$ cat src/rtl/flash_status_pkg.sv
package flash_status_pkg;

  // Clear strobes produced by the control and consumed by the datapath.
  typedef struct packed {
    logic clrReadable;  // flags cleared by a status read
    logic clrLock;      // lock error: status read or command write
    logic clrVerify;    // verify error: programming start
    logic clrSuspend;   // suspended: resume
  } clr_strobes_t;

  localparam int unsigned WORD_W   = 32;
  localparam int unsigned ECC_PARTS = 2;

  // Bit positions decoded by software.
  localparam int unsigned BIT_READY   = 0;
  localparam int unsigned BIT_CMDERR  = 1;
  localparam int unsigned BIT_LOCKERR = 2;
  localparam int unsigned BIT_VERIFY  = 3;
  localparam int unsigned BIT_WPROT   = 4;
  localparam int unsigned BIT_SUSP    = 5;
  localparam int unsigned DATA_ECC_BASE = 16;
  localparam int unsigned LOCK_ECC_BASE = DATA_ECC_BASE + 2 * ECC_PARTS;

endpackage

$ cat src/rtl/flash_status_sticky.sv
// One sticky flag: a set event always wins over a same-cycle clear.
module flash_status_sticky #(
  parameter logic RESET_VAL = 1'b0
) (
  input  logic clk,
  input  logic rstN,
  input  logic setEvt,
  input  logic clrEvt,
  output logic flagQ
);

  always_ff @(posedge clk) begin
    if (!rstN)       flagQ <= RESET_VAL;
    else if (setEvt) flagQ <= 1'b1;
    else if (clrEvt) flagQ <= 1'b0;
  end

  AST_SET_WINS: assert property (@(posedge clk) disable iff (!rstN)
    setEvt |=> flagQ) else $error("set event lost");

  AST_CLR_TAKES: assert property (@(posedge clk) disable iff (!rstN)
    (clrEvt && !setEvt) |=> !flagQ) else $error("clear ignored");

  AST_HOLD: assert property (@(posedge clk) disable iff (!rstN)
    (!clrEvt && !setEvt) |=> $stable(flagQ)) else $error("flag drifted");

endmodule

$ cat src/rtl/flash_status_ctrl.sv
// Turns bus and core strobes into per-rule clear strobes.
module flash_status_ctrl
  import flash_status_pkg::*;
(
  input  logic         rdStrobe,
  input  logic         cmdWrStrobe,
  input  logic         progStartEvt,
  input  logic         resumeEvt,
  output clr_strobes_t clrStrb
);

  always_comb begin
    clrStrb.clrReadable = rdStrobe;
    clrStrb.clrLock     = rdStrobe | cmdWrStrobe;
    clrStrb.clrVerify   = progStartEvt;
    clrStrb.clrSuspend  = resumeEvt;
  end

endmodule

$ cat src/rtl/flash_status_dp.sv
// Flag storage and word assembly.
module flash_status_dp
  import flash_status_pkg::*;
#(
  parameter int unsigned PARTS = ECC_PARTS
) (
  input  logic               clk,
  input  logic               rstN,
  input  clr_strobes_t       clrStrb,
  input  logic               busyIn,
  input  logic               cmdErrEvt,
  input  logic               lockErrEvt,
  input  logic               verifyFailEvt,
  input  logic               wprotErrEvt,
  input  logic               suspendEvt,
  input  logic [PARTS-1:0]   dataEccSgl,
  input  logic [PARTS-1:0]   dataEccMul,
  input  logic [PARTS-1:0]   lockEccSgl,
  input  logic [PARTS-1:0]   lockEccMul,
  output logic [WORD_W-1:0]  wordQ
);

  localparam int unsigned LOCK_BASE = DATA_ECC_BASE + 2 * PARTS;

  logic readyQ;
  logic cmdErrQ, lockErrQ, verifyQ, wprotQ, suspQ;
  logic [PARTS-1:0] dSglQ, dMulQ, lSglQ, lMulQ;

  // Ready follows the busy level with one register stage.
  always_ff @(posedge clk) begin
    if (!rstN) readyQ <= 1'b1;
    else       readyQ <= ~busyIn;
  end

  flash_status_sticky u_cmdErr (.clk(clk), .rstN(rstN), .setEvt(cmdErrEvt),
    .clrEvt(clrStrb.clrReadable), .flagQ(cmdErrQ));
  flash_status_sticky u_lockErr (.clk(clk), .rstN(rstN), .setEvt(lockErrEvt),
    .clrEvt(clrStrb.clrLock), .flagQ(lockErrQ));
  flash_status_sticky u_verify (.clk(clk), .rstN(rstN), .setEvt(verifyFailEvt),
    .clrEvt(clrStrb.clrVerify), .flagQ(verifyQ));
  flash_status_sticky u_wprot (.clk(clk), .rstN(rstN), .setEvt(wprotErrEvt),
    .clrEvt(clrStrb.clrReadable), .flagQ(wprotQ));
  flash_status_sticky u_susp (.clk(clk), .rstN(rstN), .setEvt(suspendEvt),
    .clrEvt(clrStrb.clrSuspend), .flagQ(suspQ));

  for (genvar h = 0; h < PARTS; h++) begin : g_ecc
    flash_status_sticky u_dSgl (.clk(clk), .rstN(rstN), .setEvt(dataEccSgl[h]),
      .clrEvt(clrStrb.clrReadable), .flagQ(dSglQ[h]));
    flash_status_sticky u_dMul (.clk(clk), .rstN(rstN), .setEvt(dataEccMul[h]),
      .clrEvt(clrStrb.clrReadable), .flagQ(dMulQ[h]));
    flash_status_sticky u_lSgl (.clk(clk), .rstN(rstN), .setEvt(lockEccSgl[h]),
      .clrEvt(clrStrb.clrReadable), .flagQ(lSglQ[h]));
    flash_status_sticky u_lMul (.clk(clk), .rstN(rstN), .setEvt(lockEccMul[h]),
      .clrEvt(clrStrb.clrReadable), .flagQ(lMulQ[h]));
  end

  always_comb begin
    wordQ = '0;
    wordQ[BIT_READY]   = readyQ;
    wordQ[BIT_CMDERR]  = cmdErrQ;
    wordQ[BIT_LOCKERR] = lockErrQ;
    wordQ[BIT_VERIFY]  = verifyQ;
    wordQ[BIT_WPROT]   = wprotQ;
    wordQ[BIT_SUSP]    = suspQ;
    for (int h = 0; h < int'(PARTS); h++) begin
      wordQ[DATA_ECC_BASE + 2*h]     = dSglQ[h];
      wordQ[DATA_ECC_BASE + 2*h + 1] = dMulQ[h];
      wordQ[LOCK_BASE + 2*h]         = lSglQ[h];
      wordQ[LOCK_BASE + 2*h + 1]     = lMulQ[h];
    end
  end

  AST_BUSY_DROPS_READY: assert property (@(posedge clk) disable iff (!rstN)
    busyIn |=> !wordQ[BIT_READY]) else $error("ready while busy");

  AST_IDLE_RAISES_READY: assert property (@(posedge clk) disable iff (!rstN)
    !busyIn |=> wordQ[BIT_READY]) else $error("ready missing");

  AST_VERIFY_SURVIVES_READ: assert property (@(posedge clk) disable iff (!rstN)
    (wordQ[BIT_VERIFY] && !clrStrb.clrVerify) |=> wordQ[BIT_VERIFY])
    else $error("verify flag lost");

  AST_SUSP_SURVIVES_READ: assert property (@(posedge clk) disable iff (!rstN)
    (wordQ[BIT_SUSP] && !clrStrb.clrSuspend) |=> wordQ[BIT_SUSP])
    else $error("suspend flag lost");

  AST_LOCK_CLR_ON_CMD: assert property (@(posedge clk) disable iff (!rstN)
    (clrStrb.clrLock && !lockErrEvt) |=> !wordQ[BIT_LOCKERR])
    else $error("lock flag not cleared");

endmodule

$ cat src/rtl/flash_status_top.sv
module flash_status_top
  import flash_status_pkg::*;
(
  input  logic        clk,
  input  logic        rstN,
  input  logic        rdStrobe,
  input  logic        cmdWrStrobe,
  input  logic        busyIn,
  input  logic        cmdErrEvt,
  input  logic        lockErrEvt,
  input  logic        verifyFailEvt,
  input  logic        wprotErrEvt,
  input  logic        progStartEvt,
  input  logic        suspendEvt,
  input  logic        resumeEvt,
  input  logic [1:0]  dataEccSgl,
  input  logic [1:0]  dataEccMul,
  input  logic [1:0]  lockEccSgl,
  input  logic [1:0]  lockEccMul,
  input  logic        rdyIrqEn,
  output logic [31:0] statusWord,
  output logic        irqOut
);

  clr_strobes_t clrStrb;

  flash_status_ctrl u_ctrl (
    .rdStrobe(rdStrobe), .cmdWrStrobe(cmdWrStrobe),
    .progStartEvt(progStartEvt), .resumeEvt(resumeEvt), .clrStrb(clrStrb));

  flash_status_dp #(.PARTS(ECC_PARTS)) u_dp (
    .clk(clk), .rstN(rstN), .clrStrb(clrStrb), .busyIn(busyIn),
    .cmdErrEvt(cmdErrEvt), .lockErrEvt(lockErrEvt), .verifyFailEvt(verifyFailEvt),
    .wprotErrEvt(wprotErrEvt), .suspendEvt(suspendEvt),
    .dataEccSgl(dataEccSgl), .dataEccMul(dataEccMul),
    .lockEccSgl(lockEccSgl), .lockEccMul(lockEccMul), .wordQ(statusWord));

  assign irqOut = statusWord[BIT_READY] & rdyIrqEn;

  AST_IRQ_NEEDS_READY: assert property (@(posedge clk) disable iff (!rstN)
    irqOut |-> (statusWord[0] && rdyIrqEn)) else $error("stray irq");

  AST_WPROT_READ_CLEARS: assert property (@(posedge clk) disable iff (!rstN)
    (rdStrobe && !wprotErrEvt) |=> !statusWord[4]) else $error("wp kept");

  AST_RESERVED_QUIET: assert property (@(posedge clk) disable iff (!rstN)
    (statusWord[15:6] == '0) && (statusWord[31:24] == '0))
    else $error("reserved bit set");

endmodule

$ cat config.mk
export PLATFORM = sky130hd
export DESIGN_NAME = flash_status_top
export DESIGN_NICKNAME = d
export VERILOG_FILES = /design/src/rtl/flash_status_pkg.sv /design/src/rtl/flash_status_sticky.sv /design/src/rtl/flash_status_ctrl.sv /design/src/rtl/flash_status_dp.sv /design/src/rtl/flash_status_top.sv
export SDC_FILE = /design/constraint.sdc
export NUM_CORES = 1
export LEC_CHECK = 0
export ABC_CLOCK_PERIOD_IN_PS = 2100
export BUFFER_PORTS_ARGS = -buffer_cell sky130_fd_sc_hd__clkbuf_2
export CELL_PAD_IN_SITES_DETAIL_PLACEMENT = 0
export CELL_PAD_IN_SITES_GLOBAL_PLACEMENT = 1
export CORE_ASPECT_RATIO = 1.1
export CORE_MARGIN = 10
export CORE_UTILIZATION = 29
export CTS_CLUSTER_DIAMETER = 100
export DETAILED_ROUTE_END_ITERATION = 8
export PLACE_DENSITY_LB_ADDON = 0.1
export REMOVE_ABC_BUFFERS = 1
export SLEW_MARGIN = 15
export SYNTH_ARGS = -nofsm -noshare
export SYNTH_HDL_FRONTEND = slang
export SYNTH_SLANG_ARGS = --single-unit
$ cat constraint.sdc
create_clock -name clk -period 2.1 [get_ports clk]
set_clock_uncertainty 0.1 [all_clocks]
set_input_delay 0.315 -clock clk [delete_from_list [all_inputs] [get_ports clk]]
set_output_delay 0.315 -clock clk [all_outputs]
set_load 0.02 [all_outputs]
# Yosys cells after proc, flatten, opt, wreduce, memory -nomap -nowiden

Index checks and enable logic that the tools add are counted.

Bits in registers: 14
Bits in latches: 0
Memory bits (writable): 0
Memory bits (read-only): 0
Bits of input ports: 21
Output and inout bits: 33
Word-level logic and storage cells: 47
Memories kept: 0

Add/subtract/negate cells: 0
$mul: 0
Div/mod/pow operators: 0
Magnitude comparators: 0
Equality and inequality tests: 0
Shift operators: 0
Multiplexer cells: 17
Bitwise gates (word level): 3
Reductions and logical operators: 13

Operator list:

| operator           | count |
|---|---|
| 2-bit nonzero test | 13 |
| 1-bit two-way mux  | 17 |
| 1-bit bitwise AND  | 1 |
| 1-bit inverter     | 1 |
| 1-bit OR           | 1 |

# Logic depth before layout (Yosys ltp)

Gate-level depths: netlist of the first run.

Word-level depth: 3
Gate-level depth with buffers: 3

# Hierarchy

A second synthesis of the first run with hierarchy kept.

Cell total of the unflattened synthesis: 71
Area total of the unflattened synthesis: 779.5 um^2

By module, submodules not included:

| module              | times used | cells each | area an instance (um^2) | seq. area each (um^2) |
|---|---|---|---|---|
| flash_status_sticky | 13         | 3          | 41.3                    | 20.0 |
| flash_status_dp     | 1          | 27         | 207.7                   | 20.0 |
| flash_status_ctrl   | 1          | 4          | 28.8                    | 0.0 |
| flash_status_top    | 1          | 1          | 6.3                     | 0.0 |

# Worst setup path before layout of the first run

No wires, ideal clock.

Path kind: input to output
From: in rdyIrqEn
To: out irqOut
Arrival time: 525 ps
Data required time: 1,685 ps
Path slack: 1,160 ps
Cell stages on the path: 1
Cell sequence: and2_1

Word-level cells in the longest chain between the ends: 1

Ends and longest elaborated chain:

| item               | line                   | text |
|---|---|---|
| start: declaration | flash_status_top.sv:20 | `input logic rdyIrqEn,` |
| 1-bit bitwise AND  | flash_status_top.sv:38 | `assign irqOut = statusWord[BIT_READY] & rdyIrqEn;` |
| end: declaration   | flash_status_top.sv:22 | `output logic irqOut` |

No other way between the ends.

# Final worst setup path of the first run

From: reg u_dp.readyQ
To: out irqOut

Word-level cells in the longest chain between the ends: 1

Ends and longest elaborated chain:

| item                     | line                   | text |
|---|---|---|
| start: declaration       | flash_status_dp.sv:25  | `logic readyQ;` |
| start signal: assignment | flash_status_dp.sv:32  | `else readyQ <= ~busyIn;` |
| 1-bit bitwise AND        | flash_status_top.sv:38 |  |

No other way between the ends.

==> results of run 1 <==
-- registers in the layout, summed over array words and instances, names as in the netlist --
register / count
u_dp.g_ecc.u_dSgl.flagQ: 2
u_dp.g_ecc.u_lSgl.flagQ: 2
u_dp.g_ecc.u_dMul.flagQ: 2
u_dp.g_ecc.u_lMul.flagQ: 2
u_dp.u_susp.flagQ: 1
u_dp.u_wprot.flagQ: 1
u_dp.u_verify.flagQ: 1
u_dp.u_cmdErr.flagQ: 1
u_dp.readyQ: 1
u_dp.u_lockErr.flagQ: 1
-- routing by layer --
layer	vias up	track usage [%]	share of wire, %
met5	-	0	0
met4	0	3.356	0.83
met3	2	3.840	22
met2	33	9.006	45
met1	197	5.877	32
li1	237	-	-
-- area by class of cell --
type | instances | share of cell area (%)
Clock buffer | 3 | 2.889
Timing Repair Buffer | 35 | 22.47
Tap cell | 31 | 4.976
Sequential cell | 14 | 35.96
Multi-Input combinational cell | 47 | 33.71
-- final timing paths --
path	from	end	slack (ns)	cells past startpoint
worst max-delay path	u_dp.readyQ	irqOut	0.80	2
worst min register to register	u_dp.u_lockErr.flagQ	u_dp.u_lockErr.flagQ	0.37	2
worst max register to register	u_dp.g_ecc[0].u_dSgl.flagQ	u_dp.g_ecc[0].u_dSgl.flagQ	1.30	2
worst min-delay path	busyIn	u_dp.readyQ	0.11	2
-- critical path, stage by stage, from the launching register on --
cell      delay [ns]
dfxtp_1         0.33
and2_1          0.12
clkbuf_2        0.16
-- layout by cell type (no fill, tap or decap) --
| cell type | netlist | final |
|---|---|---|
| nor2b_1 | 12 | 12 |
| and2_1 | 1 | 1 |
| clkbuf_2 | 0 | 35 |
| conb_1 | 1 | 18 |
| nand2_1 | 3 | 3 |
| o31ai_2 | 1 | 1 |
| clkbuf_4 | 0 | 3 |
| dfxtp_1 | 14 | 14 |
| o21a_1 | 12 | 12 |
-- metrics by stage --
step                instance area, um2  util, %  hold slack [ns]  total power [mW]
global placement                 757.0    30.62           0.3571            0.4155
finish                           779.5    31.53           0.1070            0.5559
CTS                              779.5    31.53          0.08972            0.5713
global route                     779.5    31.53          0.08518            0.5997
floorplan                        543.0        -           0.2769            0.3693
detailed placement               757.0    30.62           0.3668            0.4171
-- power groups by stage --
stage	Sequential (mW)	Clock [mW]	Combinational (mW)
global placement	0.295	0	0.120
finish	0.289	0.146	0.120
CTS	0.290	0.160	0.121
detailed placement	0.296	0	0.121
floorplan	0.317	0	0.0518
global route	0.292	0.177	0.131
-- cell families (layout without fill, tap and decap cells) --
family	Yosys count	after routing	share of synthesized area [%]
other	1	18	0.5080
AND/OR/NAND/NOR	16	16	12.54
buffers and inverters	34	38	35.08
AO/OA/AOI/OAI	13	13	13.90
flip-flops	14	14	37.97
==> results.json, run 1 <==
{
  "outcome": "finished clean",
  "slew_violations": 0,
  "synth_top_area_share_pct": 37.97,
  "drv_cap": 0,
  "drtIter0Drc": 5,
  "grt_setup_unrepaired": "no",
  "cp.arrival_ns": 0.88,
  "worst_slack_ns": 0.8006,
  "clk_pin_slew_ns": 0.08,
  "cts_max_level": 1,
  "synth_seq_cells": 14,
  "pre_cts_ws_ns": 1.013,
  "synth_area_leaders": "dfxtp_1, buf_4, o21a_1",
  "synth_ff_type": "dfxtp_1",
  "synthTopCellsByCount": "buf_4, dfxtp_1, nor2b_1, o21a_1, nand2_1",
  "syn_to_final_growth_pct": 5.593,
  "clk_latency_ns": 0.27,
  "wirelength_um": 1570,
  "fmax_mhz": 769.6,
  "cts-root-buf": "clkbuf_4",
  "ir_drop_mv": 0.3726,
  "fillers": 278,
  "yosysMostFrequentCell": "buf_4",
  "grt_pass1_wl_um": 2173,
  "antenna_left": 0,
  "seqPwrFrac_pct": 52.1,
  "setup_violations": 0,
  "yosysTopAreaCell": "dfxtp_1",
  "antenna_found_initial": 0,
  "power.clock.fraction_pct": 26.3,
  "vias": 469,
  "grt_overflow": 0,
  "wl_per_cell_um": 12.08,
  "num_antenna_cells": 0,
  "seq_area_um2": 280.3,
  "crit_path_max_fanout": 2,
  "finalHoldViolations": 0,
  "hold_class": "input pin to register",
  "synth.distinct_cells": 9,
  "clock-sinks": 14,
  "portBuffers": 35,
  "cp.required_ns": 1.68,
  "die_x_um": 68.11,
  "power_density_nw_per_um2": 713.2,
  "cts_tree": "built",
  "p_int_uw": 390.3,
  "fin_crit_sh_pct": 61.88,
  "setup.worst_path.end_class": "output port",
  "cts_resized": 0,
  "initial_core_util_pct": 29.86,
  "rows": 19,
  "coreArea_um2": 2472,
  "ys_warn_count": 0,
  "syn_area_per_cell_um2": 9.464,
  "place_congestion": 0.6529,
  "dieArea_um2": 4966,
  "die_height_um": 72.92,
  "period_needed_ns": 1.299,
  "synthesis.area_um2": 738.2,
  "multi_input_area_um2": 262.8,
  "tns_ns": 0,
  "cts_buffer_depth": 2,
  "fin_cells": 130,
  "critPathKind": "register to output port",
  "dr.pass1.iters": 2,
  "grt_pass1_vias": 456,
  "ys_seq_area_share_pct": 37.97,
  "postCtsSetupBuffers": 0,
  "async_reset_ff_share_pct": 0,
  "ios": 54,
  "grt_use_total_pct": 5.893,
  "sw_frac_of_total_pct": 29.80,
  "finalNetCount": 122,
  "drive_gt1_share_pct": 39.39,
  "combPwrFrac_pct": 21.7,
  "switchingPower_uw": 165.7,
  "grt_max_degree": 16,
  "synth-edff-count": 0,
  "dp.cells": 127,
  "p_leak_nw": 0.4039,
  "cts_hold_buf": 0,
  "viasPerCell": 3.608,
  "start_kind": "register",
  "numCtsBuffers": 3,
  "synthCells": 78,
  "drc": 0
}
No activity file was read; power rests on OpenSTA's default activity.
==> run 2: changes to the inputs <==
ABC_CLOCK_PERIOD_IN_PS = 1100   (was 2100)
CORE_UTILIZATION = 24   (was 29)
clock period = 1.1 ns   (was 2.1 ns; I/O delays follow)
==> run 2 against run 1 <==
Compared with the run above: the flow now finishes with violations (setup timing); core utilization is 0.84 points higher; first-iteration DRC count is 40% lower; largest cell class is now buffers; non-clock buffer count is 17 higher; routed wire length is 12% higher; critical path depth stayed put; critical path type unchanged; clock power is 96% higher; setup slack worse by 0.81 ns; sequential share of layout area is 6.9 points lower.
==> results.json, run 2 (synthesis gave the netlist of run 1 again) <==
{
  "outcome": "finished, violations left",
  "failed_checks": "setup timing",
  "ir_drop_mv": 0.5615,
  "clk_latency_ns": 0.27,
  "utilization_pct": 32.37,
  "rows": 21,
  "ios": 54,
  "final_common_cell": "clkbuf_2",
  "drive_gt1_share_pct": 37.07,
  "p_total_mw": 1.131,
  "numCtsBuffers": 3,
  "wirelength_um": 1753,
  "dp_hpwl_um": 1407,
  "cts_buffer_depth": 2,
  "worst_slack_ns": -0.01131,
  "hold_class": "input pin to register",
  "crit_path_max_fanout": 2,
  "fin_crit_sh_pct": 101.0,
  "drc": 0,
  "final_cell_area_um2": 969.7,
  "antenna_left": 0,
  "pre_cts_ws_ns": 0.2140,
  "grt_pass1_wl_um": 2794,
  "setup.worst_path.end_class": "output port",
  "layout_common_cells": "clkbuf_2, conb_1, dlygate4sd3_1, dfxtp_1",
  "num_antenna_cells": 0,
  "cp.required_ns": 0.83,
  "grt_setup_unrepaired": "yes",
  "place_congestion": 0.5792,
  "grt_max_degree": 12,
  "finalNetCount": 139,
  "drtIter0Drc": 3,
  "clock-sinks": 14,
  "max_stage_delay_ns": 0.32,
  "slowest_stage": "dfxtp_2",
  "viasPerCell": 3.680,
  "coreArea_um2": 2995,
  "portBuffers": 35,
  "cts_max_level": 1,
  "die_height_um": 78.17,
  "cts_tree": "built",
  "slew_violations": 0,
  "period_needed_ns": 1.111,
  "critPathKind": "register to output port",
  "cp.arrival_ns": 0.85,
  "fmax_mhz": 899.8,
  "crit_chain": "and2_4, buf_8",
  "drv_cap": 0,
  "antenna_found_initial": 0,
  "p_leak_nw": 0.4838,
  "placed_cell_area_um2": 775.7,
  "grt_overflow": 0,
  "dr.pass1.iters": 2,
  "grt_use_total_pct": 6.267,
  "clk_pin_slew_ns": 0.08,
  "vias": 552,
  "power_density_nw_per_um2": 1167,
  "initial_core_util_pct": 24.64,
  "start_kind": "register",
  "finalHoldViolations": 0,
  "grt_pass1_vias": 580,
  "dieArea_um2": 5697,
  "cts-root-buf": "clkbuf_4",
  "die_x_um": 72.88,
  "wl_per_cell_um": 11.69,
  "syn_to_final_growth_pct": 31.36,
  "setup_violations": 1
}
run 2: cell type report:
| cell class | instances | area (um2) |
|---|---|---|
| Clock buffer | 3 | 22.52 |
| Fill cell | 324 | 2026 |
| Multi-Input combinational cell | 47 | 265.3 |
| Sequential cell | 14 | 281.5 |
| Tap cell | 34 | 42.54 |
| Timing Repair Buffer | 52 | 357.8 |
run 2: what timing repair did:
action | 4_1_cts | 5_1_grt
setup endpoints to repair | 1 | 6
setup buffers | 0 | 0
endpoints found under the hold margin | 14 | 0
pin swaps | 1 | 0
hold buffers | 15 | 0
resized for setup | 4 | 9
run 2: per-layer routing:
layer	part of all wire [%]	up-vias	global-route usage, %
li1	-	274	-
met1	37	241	6.105
met2	43	35	9.375
met3	19	2	5.912
met4	0.68	0	1.711
met5	0	-	0
run 2: power breakdown:
part | switching, mW | internal [mW] | leakage [nW]
sequential | 0.0137 | 0.540 | 0.117
combinational | 0.163 | 0.129 | 0.353
clock | 0.159 | 0.127 | 0.0138
total | 0.336 | 0.796 | 0.484
run 2: critical path: cells and delay by family, from the launching register on:
family | cells | cell delay [ns]
simple gates | 1 | 0.13
flops | 1 | 0.32
buf+inv | 1 | 0.12
run 2: stage by stage:
stage | setup TNS, ns | hold slack [ns] | std cells
final | -0.01131 | 0.05524 | 150
after global routing | -0.05942 | 0.05300 | 150
after CTS | -0.04355 | 0.04603 | 150
after detailed placement | 0 | 0.2253 | 132
after global placement | 0 | 0.2255 | 132
after floorplan | 0 | 0.1269 | 61
run 2: final timing paths:
| kind | slack (ns) | cells past startpoint | start | to |
|---|---|---|---|---|
| setup reg to reg | 0.29 | 2 | u_dp.g_ecc[0].u_dSgl.flagQ | u_dp.g_ecc[0].u_dSgl.flagQ |
| hold / removal | 0.06 | 3 | rstN | u_dp.u_lockErr.flagQ |
| hold reg to reg | 0.37 | 2 | u_dp.u_lockErr.flagQ | u_dp.u_lockErr.flagQ |
| setup / recovery | -0.01 | 2 | u_dp.readyQ | irqOut |
==> run 3: changes to the inputs <==
BUFFER_PORTS_ARGS = default   (was -buffer_cell sky130_fd_sc_hd__clkbuf_2)
CORE_UTILIZATION = 36   (was 24)
DONT_BUFFER_PORTS = 1   (was default)
==> run 3 against run 2 <==
Compared with the run above: the run ends with hold timing left; power is 4.6% lower; cell area fell by 33%; first-iteration DRC count increased by 130%; global-route usage is 0.20 points higher; critical path type unchanged; critical endpoint unchanged; largest cell class is now registers; highest routed layer unchanged.
==> results.json, run 3 (synthesis gave the netlist of run 1 again) <==
{
  "setup.worst_path.end_class": "output port",
  "sw_frac_of_total_pct": 27.20,
  "worst_slack_ns": 0.06000,
  "cp.arrival_ns": 0.78,
  "setup_violations": 0,
  "drv_cap": 0,
  "coreArea_um2": 1978,
  "p_int_uw": 785.8,
  "failed_checks": "hold timing",
  "cp.required_ns": 0.83,
  "power.clock.fraction_pct": 33.2,
  "viasPerCell": 3.784,
  "combPwrFrac_pct": 11.7,
  "grt_pass1_vias": 401,
  "cts_max_level": 1,
  "crit_chain": "and2_4",
  "portBuffers": 0,
  "endpoint": "irqOut",
  "grt_pass1_wl_um": 2145,
  "die_height_um": 67.50,
  "drtIter0Drc": 7,
  "fin_crit_sh_pct": 94.55,
  "power_density_nw_per_um2": 1656,
  "clk_pin_slew_ns": 0.08,
  "slowest_stage": "dfxtp_1",
  "num_antenna_cells": 0,
  "grt_overflow": 0,
  "cts_tree": "built",
  "syn_to_final_growth_pct": -11.69,
  "finalNetCount": 91,
  "start_kind": "register",
  "clock-sinks": 14,
  "grt_max_degree": 16,
  "final_common_cell": "conb_1",
  "rrSetupSlack_ns": 0.20,
  "slew_violations": 0,
  "ios": 54,
  "period_needed_ns": 1.040,
  "drive_gt1_share_pct": 11.59,
  "vias": 367,
  "cts_hold_buf": 2,
  "tns_ns": 0,
  "clk_latency_ns": 0.27,
  "hold_class": "input pin to register",
  "seqPwrFrac_pct": 55.1,
  "fmax_mhz": 961.5,
  "antenna_left": 0,
  "wl_per_cell_um": 14.51,
  "critPathKind": "register to output port",
  "crit_path_max_fanout": 2,
  "crit_buf_inv": 0,
  "dr.pass1.iters": 2,
  "finalHoldViolations": 13,
  "switchingPower_uw": 293.6,
  "numCtsBuffers": 3,
  "max_stage_delay_ns": 0.33,
  "dp_hpwl_um": 1166,
  "rr_startpoint": "u_dp.g_ecc[0].u_dSgl.flagQ",
  "grt_setup_unrepaired": "no",
  "rows": 17,
  "p_leak_nw": 0.2817,
  "hold_slack_ns": -0.1188,
  "cts-root-buf": "clkbuf_4",
  "outcome": "finished, violations left",
  "pre_cts_ws_ns": 0.2067,
  "postCtsSetupBuffers": 0,
  "wirelength_um": 1407,
  "path_depth": 1,
  "antenna_found_initial": 0,
  "ir_drop_mv": 1.084,
  "dieArea_um2": 4264,
  "cp-startpoint": "u_dp.readyQ",
  "layout_common_cells": "conb_1, dfxtp_1, nor2b_1, o21a_1",
  "r2r_cells": 2,
  "cts_buffer_depth": 2,
  "drc": 0,
  "crit_family": "flip-flops",
  "initial_core_util_pct": 37.32,
  "place_congestion": 0.5471,
  "die_x_um": 63.18,
  "worst_r2r_endpoint": "u_dp.g_ecc[0].u_dSgl.flagQ",
  "grt_use_total_pct": 6.463
}
[run 3: how the worst min path moves through the flow]
stage          startpoint              endpoint  slack, ns  cells after the start
2_1_floorplan        rstN           u_dp.readyQ       0.13                      1
3_3_place_gp         rstN           u_dp.readyQ       0.13                      1
3_5_place_dp         rstN           u_dp.readyQ       0.14                      1
4_1_cts          rdStrobe  u_dp.u_lockErr.flagQ      -0.13                      1
5_1_grt          rdStrobe  u_dp.u_lockErr.flagQ      -0.14                      1
6_report         rdStrobe  u_dp.u_lockErr.flagQ      -0.12                      1
[run 3: power groups by stage]
| stage | Combinational (mW) | Clock (mW) | Sequential [mW] |
|---|---|---|---|
| CTS | 0.122 | 0.377 | 0.597 |
| global placement | 0.114 | 0 | 0.608 |
| floorplan | 0.0990 | 0 | 0.606 |
| finish | 0.126 | 0.358 | 0.595 |
| detailed placement | 0.115 | 0 | 0.609 |
| global route | 0.137 | 0.406 | 0.601 |
[run 3: final cells by class]
| type | instances | area [um2] |
|---|---|---|
| multi-input combinational | 47 | 265.3 |
| tap | 28 | 35.03 |
| fill | 211 | 1326 |
| sequential | 14 | 280.3 |
| timing repair buffer | 4 | 35.03 |
| clock buffer | 4 | 36.28 |
[run 3: repair_timing]
item | CTS | global route
setup endpoints to repair | 1 | 1
endpoints found under the hold margin | 14 | 13
gates cloned | 0 | 0
gates resized for setup | 1 | 1
[run 3: per-stage QoR]
stage               area (um2)  power (mW)  cells  utilization (%)  hold WS, ns
global route             651.9       1.144     97            32.95      -0.1436
global placement         593.1      0.7221     91            29.98       0.1306
finish                   651.9       1.079     97            32.95      -0.1188
floorplan                543.0      0.7050     61                -       0.1269
detailed placement       593.1      0.7232     91            29.98       0.1388
CTS                      650.6       1.096     97            32.89      -0.1311
[run 3: routing by layer]
metal  share of wire (%)  wire (um)  global-route usage (%)
met2                  43        599                   10.15
met3                  24        333                   8.760
met1                  33        466                   4.614
met4                0.57          8                   1.639
met5                   0          0                       0
